===== config.mk =====
export PLATFORM = sky130hd
export DESIGN_NAME = bwseq_infer_seq
export DESIGN_NICKNAME = d
export VERILOG_FILES = /design/src/rtl/bwseq_pkg.sv /design/src/rtl/bwseq_wbank.sv /design/src/rtl/bwseq_pulse_timer.sv /design/src/rtl/bwseq_argmax.sv /design/src/rtl/bwseq_infer_seq.sv
export SDC_FILE = /design/constraint.sdc
export NUM_CORES = 2
export LEC_CHECK = 0
export ABC_AREA = 1
export BUFFER_PORTS_ARGS = -buffer_cell sky130_fd_sc_hd__buf_4
export CAP_MARGIN = 40
export CORE_ASPECT_RATIO = 0.75
export CORE_MARGIN = 2
export CORE_UTILIZATION = 60
export CTS_CLUSTER_DIAMETER = 30
export DETAILED_ROUTE_END_ITERATION = 12
export MAX_ROUTING_LAYER = met4
export PLACE_DENSITY_LB_ADDON = 0.3
export SLEW_MARGIN = 40
export SYNTH_ARGS = -nofsm -noshare
export SYNTH_HDL_FRONTEND = slang
export SYNTH_HIERARCHICAL = 1
export SYNTH_SLANG_ARGS = --single-unit

===== constraint.sdc =====
create_clock -name clk -period 7.9 [get_ports clk]
set_clock_uncertainty 0.1 [all_clocks]
set_input_delay 1.58 -clock clk [delete_from_list [all_inputs] [get_ports clk]]
set_output_delay 1.58 -clock clk [all_outputs]
set_load 0.02 [all_outputs]

===== src/rtl/bwseq_pkg.sv =====
package bwseq_pkg;

  typedef enum logic {ST_IDLE, ST_RUN} seq_state_e;

  // A frame needs at least one output and no more than the bank holds, and
  // the reset window must leave at least one response/accumulate cycle.
  function automatic logic frame_cfg_ok(int unsigned cls, int unsigned rlen,
                                        int unsigned slots, int unsigned cycles);
    return (cls >= 1) && (cls <= slots) && (rlen >= 1) && (rlen < cycles);
  endfunction

  // Strict comparison: an equal later value never displaces an earlier one.
  function automatic logic takes_lead(logic first, int unsigned cand, int unsigned best);
    return first || (cand > best);
  endfunction

endpackage


===== src/rtl/bwseq_wbank.sv =====
module bwseq_wbank #(
  parameter int NUM_PIX   = 64,
  parameter int NUM_SLOTS = 16,
  localparam int PIX_W    = $clog2(NUM_PIX),
  localparam int SLOT_W   = $clog2(NUM_SLOTS)
) (
  input  logic               clk,
  input  logic               rst_n,
  input  logic               wr_en,
  input  logic [PIX_W-1:0]   wr_pixel,
  input  logic [SLOT_W-1:0]  wr_slot,
  input  logic               wr_bit,
  input  logic [SLOT_W-1:0]  rd_slot,
  output logic [NUM_PIX-1:0] rd_bits
);
  // Separate write and read paths: one row per slot, one bit per pixel.
  logic [NUM_PIX-1:0] row_q [NUM_SLOTS];

  for (genvar s = 0; s < NUM_SLOTS; s++) begin : g_row
    always_ff @(posedge clk or negedge rst_n) begin
      if (!rst_n)
        row_q[s] <= '0;
      else if (wr_en && (wr_slot == SLOT_W'(s)))
        row_q[s][wr_pixel] <= wr_bit;
    end
  end

  assign rd_bits = row_q[rd_slot];
endmodule


===== src/rtl/bwseq_pulse_timer.sv =====
module bwseq_pulse_timer
  import bwseq_pkg::*;
#(
  parameter int PULSE_CYCLES = 12,
  parameter int NUM_SLOTS    = 16,
  localparam int CYC_W       = $clog2(PULSE_CYCLES),
  localparam int SLOT_W      = $clog2(NUM_SLOTS),
  localparam int CNT_W       = $clog2(NUM_SLOTS + 1)
) (
  input  logic              clk,
  input  logic              rst_n,
  input  logic              launch,
  input  logic [CNT_W-1:0]  cls_count,
  input  logic [CYC_W-1:0]  rlen,
  output logic              busy,
  output logic [SLOT_W-1:0] pulse_idx,
  output logic              in_reset,
  output logic              pulse_last,
  output logic              frame_last,
  output logic              frame_done
);
  seq_state_e        state_q;
  logic [CYC_W-1:0]  cyc_q;
  logic [SLOT_W-1:0] pidx_q;
  logic [SLOT_W-1:0] last_idx_q;
  logic [CYC_W-1:0]  rlen_q;
  logic [CNT_W-1:0]  cls_m1;

  assign cls_m1     = cls_count - CNT_W'(1);
  assign busy       = (state_q == ST_RUN);
  assign pulse_idx  = pidx_q;
  assign in_reset   = busy && (cyc_q < rlen_q);
  assign pulse_last = busy && (cyc_q == CYC_W'(PULSE_CYCLES - 1));
  assign frame_last = pulse_last && (pidx_q == last_idx_q);

  always_ff @(posedge clk or negedge rst_n) begin
    if (!rst_n) begin
      state_q    <= ST_IDLE;
      cyc_q      <= '0;
      pidx_q     <= '0;
      last_idx_q <= '0;
      rlen_q     <= '0;
      frame_done <= 1'b0;
    end else begin
      frame_done <= 1'b0;
      if (launch) begin
        state_q    <= ST_RUN;
        cyc_q      <= '0;
        pidx_q     <= '0;
        last_idx_q <= cls_m1[SLOT_W-1:0];
        rlen_q     <= rlen;
      end else if (busy) begin
        if (pulse_last) begin
          cyc_q <= '0;
          if (frame_last) begin
            state_q    <= ST_IDLE;
            frame_done <= 1'b1;
          end else begin
            pidx_q <= pidx_q + SLOT_W'(1);
          end
        end else begin
          cyc_q <= cyc_q + CYC_W'(1);
        end
      end
    end
  end
endmodule


===== src/rtl/bwseq_argmax.sv =====
module bwseq_argmax
  import bwseq_pkg::*;
#(
  parameter int SAMPLE_W  = 12,
  parameter int NUM_SLOTS = 16,
  localparam int SLOT_W   = $clog2(NUM_SLOTS)
) (
  input  logic                clk,
  input  logic                rst_n,
  input  logic                capture,
  input  logic                finish,
  input  logic [SLOT_W-1:0]   idx,
  input  logic [SAMPLE_W-1:0] sample,
  output logic                lead,
  output logic [SLOT_W-1:0]   winner
);
  logic [SAMPLE_W-1:0] best_val_q;
  logic [SLOT_W-1:0]   best_idx_q;

  assign lead = takes_lead(idx == '0, 32'(sample), 32'(best_val_q));

  always_ff @(posedge clk or negedge rst_n) begin
    if (!rst_n) begin
      best_val_q <= '0;
      best_idx_q <= '0;
      winner     <= '0;
    end else if (capture) begin
      if (lead) begin
        best_val_q <= sample;
        best_idx_q <= idx;
      end
      if (finish)
        winner <= lead ? idx : best_idx_q;
    end
  end
endmodule


===== src/rtl/bwseq_infer_seq.sv =====
module bwseq_infer_seq
  import bwseq_pkg::*;
#(
  parameter int NUM_PIX      = 64,
  parameter int NUM_SLOTS    = 16,
  parameter int PULSE_CYCLES = 12,
  parameter int SAMPLE_W     = 12,
  localparam int PIX_W       = $clog2(NUM_PIX),
  localparam int SLOT_W      = $clog2(NUM_SLOTS),
  localparam int CNT_W       = $clog2(NUM_SLOTS + 1),
  localparam int CYC_W       = $clog2(PULSE_CYCLES)
) (
  input  logic                clk,
  input  logic                rst_n,
  input  logic                wr_en,
  input  logic [PIX_W-1:0]    wr_pixel,
  input  logic [SLOT_W-1:0]   wr_slot,
  input  logic                wr_bit,
  input  logic                start,
  input  logic [CNT_W-1:0]    class_count,
  input  logic [CYC_W-1:0]    reset_len,
  input  logic [SAMPLE_W-1:0] sample,
  output logic                busy,
  output logic                done,
  output logic [SLOT_W-1:0]   winner,
  output logic [NUM_PIX-1:0]  steer,
  output logic                line_reset
);
  // Named internal events, also observed by the bound checker.
  logic              cfg_ok;
  logic              launch;
  logic              wr_accept;
  logic              pulse_last;
  logic              frame_last;
  logic              lead;
  logic [SLOT_W-1:0] pulse_idx;
  logic [SLOT_W-1:0] rd_slot;
  logic [NUM_PIX-1:0] rd_bits;

  assign cfg_ok    = frame_cfg_ok(32'(class_count), 32'(reset_len), NUM_SLOTS, PULSE_CYCLES);
  assign launch    = start && !busy && cfg_ok;
  assign wr_accept = wr_en && !busy;
  assign rd_slot   = launch ? '0 : pulse_idx + SLOT_W'(1);

  bwseq_wbank #(.NUM_PIX(NUM_PIX), .NUM_SLOTS(NUM_SLOTS)) u_bank (
    .clk      (clk),
    .rst_n    (rst_n),
    .wr_en    (wr_accept),
    .wr_pixel (wr_pixel),
    .wr_slot  (wr_slot),
    .wr_bit   (wr_bit),
    .rd_slot  (rd_slot),
    .rd_bits  (rd_bits)
  );

  bwseq_pulse_timer #(.PULSE_CYCLES(PULSE_CYCLES), .NUM_SLOTS(NUM_SLOTS)) u_timer (
    .clk        (clk),
    .rst_n      (rst_n),
    .launch     (launch),
    .cls_count  (class_count),
    .rlen       (reset_len),
    .busy       (busy),
    .pulse_idx  (pulse_idx),
    .in_reset   (line_reset),
    .pulse_last (pulse_last),
    .frame_last (frame_last),
    .frame_done (done)
  );

  bwseq_argmax #(.SAMPLE_W(SAMPLE_W), .NUM_SLOTS(NUM_SLOTS)) u_argmax (
    .clk     (clk),
    .rst_n   (rst_n),
    .capture (pulse_last),
    .finish  (frame_last),
    .idx     (pulse_idx),
    .sample  (sample),
    .lead    (lead),
    .winner  (winner)
  );

  // Steering is loaded at the edge that opens a pulse, so it is valid from
  // the first reset cycle and held for the whole pulse.
  always_ff @(posedge clk or negedge rst_n) begin
    if (!rst_n)
      steer <= '0;
    else if (launch || (pulse_last && !frame_last))
      steer <= rd_bits;
  end
endmodule


==> flow_summary.yaml <==
setup_path:
  start_kind: "input port"
  crit_arrival_ps: 5180
  crit_cells: 15
  cp-end-kind: "flop"
  cp_cell_sequence: "buf_4 -> nor2_1 -> nand4_1 -> nand3_4 -> inv_1 -> nor2_4 -> buf_4 -> buf_4 -> nand2_1 -> nand3_1 -> nand3_1 -> nand3_1 -> nand2_1 -> nand2_1 -> nand2_1"
  crit_slowest_cell: "nor2_4"
  critPathTopFamily: "simple AND/OR/NAND/NOR gates"
  reg2regPathDepth: 15
  crit_type: "input port to flop"
  r2r_end: "steer[25]"
  rr_startpoint: "u_timer/busy"
  startpoint: "class_count[2]"
  cp_slowest_stage_delay_ps: 700
  crit_top_cell: "nand2_1"
  required_ps: 8480
  path_max_fanout: 60
  cp_num_buf_inv: 4
  reg2reg_slack_ps: 3870
  endpoint: "steer[25]"
place:
  dp_slack_ps: 2670
  gp_congestion: 0.840
  placed_cell_area_um2: 59500
  port_buffers: 106
  dp_hpwl_um: 92700
synthesis:
  synthAdderAreaFrac_pct: 0.410
  synthMuxAreaShare_pct: 0
  syn_avg_cell_area_um2: 7.10
  async_flop_share_pct: 100
  ys_types: 34
  syn_nets: 8223
  syn_area_um2: 58000
  synth_top_cell_area_share_pct: 48.6
  synth_compound_area_share_pct: 9.08
  netlist_instances: 8168
  synthXorXnorAreaFrac_pct: 0.121
  ys.flop_type: "dfrtp_1"
  synth_seq_cells: 1126
  yosysWarnings: 6
  synth_edf_count: 0
  yosysSeqAreaShare_pct: 48.6
  yosys.area.top_type: "dfrtp_1"
  synth_top_family_by_area: "simple AND/OR/NAND/NOR gates"
  yosys.area_share.simple_pct: 32.2
  synth.top_cells.by_area: "dfrtp_1, nand2_1, o21ai_0"
clock_network:
  clock-sinks: 1126
  cts.clk_slew.worst_paths_ps: 60
  cts_buffers: 176
  cts_root_buffer: "clkbuf_16"
  postCtsHoldBufs: 0
  worstSkewPairLatency_ps: 810
  ctsResizeCount: 0
  clockBufferDepth: 3
  htree_levels: 4
  cts_setup_buffers: 0
  cts_tree: "built"
floorplan:
  die_w_um: 363
  num_io_pins: 107
  die_area_um2: 99100
  fp.dieH_um: 273
  coreArea_um2: 95500
  start_util_pct: 60.7
  rows: 98
final_layout:
  drive_gt1_share_pct: 7.89
  fin_util_pct: 69.0
  final_common_cell: "nand2_1"
  mostFrequentLayoutCells: "nand2_1, dfrtp_1, o21ai_0"
  n_fill_cell: 7459
  areaGrowthSynthToFinish_pct: 13.7
  nets: 8091
  fin_area_um2: 65900
timing:
  period_minus_slack_ps: 4590
  setup_ws_ps: 3310
  setup_viol: 0
  rsz0062_at_grt: "false"
  fmaxAchievable_ghz: 0.218
  tightestPinTransition_ps: 954
  finalCritPeriodShare_pct: 58.1
  slew-limit-headroom_pct: 36.4
  hold_viol: 0
  setup_tns_ps: 0
  slew_viol_final: 0
global_route:
  grt.total_usage_pct: 37.5
  busiest_layer: "met2"
  gr-usage-met2_pct: 55.3
  antenna_found_initial: 6
  met1_usage_pct: 48.9
  grt_start_max_net_pins: 238
  grt_pass1_vias: 51800
  overflow: 0
  grt_pass1_wl_um: 285000
  grt_use_met3_pct: 8.40
power:
  ir_drop_uv: 404
  power_density_nw_per_um2: 301
  p_leak_uw: 0.0299
  power.total_uw: 19800
drt:
  vias: 54800
  via_per_inst: 5.80
  routedWlPerCell_um: 19.1
  drc_errors: 0
  drtIter0Drc: 7526
  drt_wl_total_um: 180000
  firstDrtPassIters: 9
  ant_nets: 0
worst_hold_path:
  hold_path.class: "flop to flop"
run:
  maxCapViolCount: 0
status:
  status: "complete, no violations"
[worst min path at each step]
stage,endpoint,from,depth (start not counted),slack (ps)
2_1_floorplan,u_argmax/best_val_q[10],u_argmax/best_val_q[10],2,340
3_3_place_gp,u_argmax/best_val_q[9],u_argmax/best_val_q[9],2,350
3_5_place_dp,u_argmax/best_val_q[5],u_argmax/best_val_q[5],2,360
4_1_cts,u_argmax/best_val_q[5],u_argmax/best_val_q[5],2,370
5_1_grt,u_bank/row_q[217],u_bank/row_q[217],2,400
6_report,u_argmax/best_val_q[5],u_argmax/best_val_q[5],2,370
[cell type report]
| class | count | area [um2] | share of cell area [%] |
|---|---|---|---|
| Sequential cell | 1126 | 28200 | 42.7 |
| Multi-Input combinational cell | 5693 | 24600 | 37.3 |
| Clock buffer | 212 | 4790 | 7.27 |
| Inverter | 839 | 3180 | 4.83 |
| Timing Repair Buffer | 200 | 2120 | 3.22 |
| Tap cell | 1250 | 1560 | 2.37 |
| Clock inverter | 118 | 1490 | 2.26 |
| Antenna cell | 8 | 20.0 | 0.0304 |
[metrics by stage]
step | hold WS, ps | instances
2_1_floorplan | 342 | 8168
3_3_place_gp | 353 | 9088
3_5_place_dp | 360 | 9104
4_1_cts | 372 | 9434
5_1_grt | 397 | 9444
6_report | 371 | 9446
[cells in the mapped netlist, types with 11 or more instances]
cell      count
buf_1        36
buf_2       114
buf_4        66
buf_6        14
clkbuf_1    280
dfrtp_1    1126
ha_1         19
inv_1       832
nand2_1    3614
nand3_1     867
nand3_2      11
nor2_1       93
o21ai_0    1024
[power breakdown]
part	internal, uW	total (uW)	switching [uW]
Combinational	1550	5340	3790
Sequential	6050	6310	253
Clock	5130	8180	3050
Total	12700	19800	7100
[flip-flops by register name (all words and copies together), names as in the netlist]
signal	count
u_bank/row_q	1024
steer	64
u_argmax/best_val_q	12
u_argmax/best_idx_q	4
u_argmax/winner	4
u_timer/cyc_q	4
u_timer/last_idx_q	4
u_timer/pulse_idx	4
u_timer/rlen_q	4
u_timer/busy	1
u_timer/frame_done	1
[tightest hold or removal path: stages, from the launching register on]
cell and delay, ps:
dfrtp_1 340, nand2_1 50, nand2_1 50
[layer usage]
metal / up-vias / share of wire (%)
li1: 25300 / -
met1: 25700 / 40
met2: 3146 / 44
met3: 640 / 11
met4: 0 / 4.8
met5: - / 0
[kinds of logic after synthesis]
| family | count (synthesis) |
|---|---|
| compound gates | 1045 |
| xor+xnor | 8 |
| fa+ha+maj | 19 |
| buf+inv | 1349 |
| flops | 1126 |
| simple gates | 4621 |
Note: power is estimated with default switching activity, not from simulation.
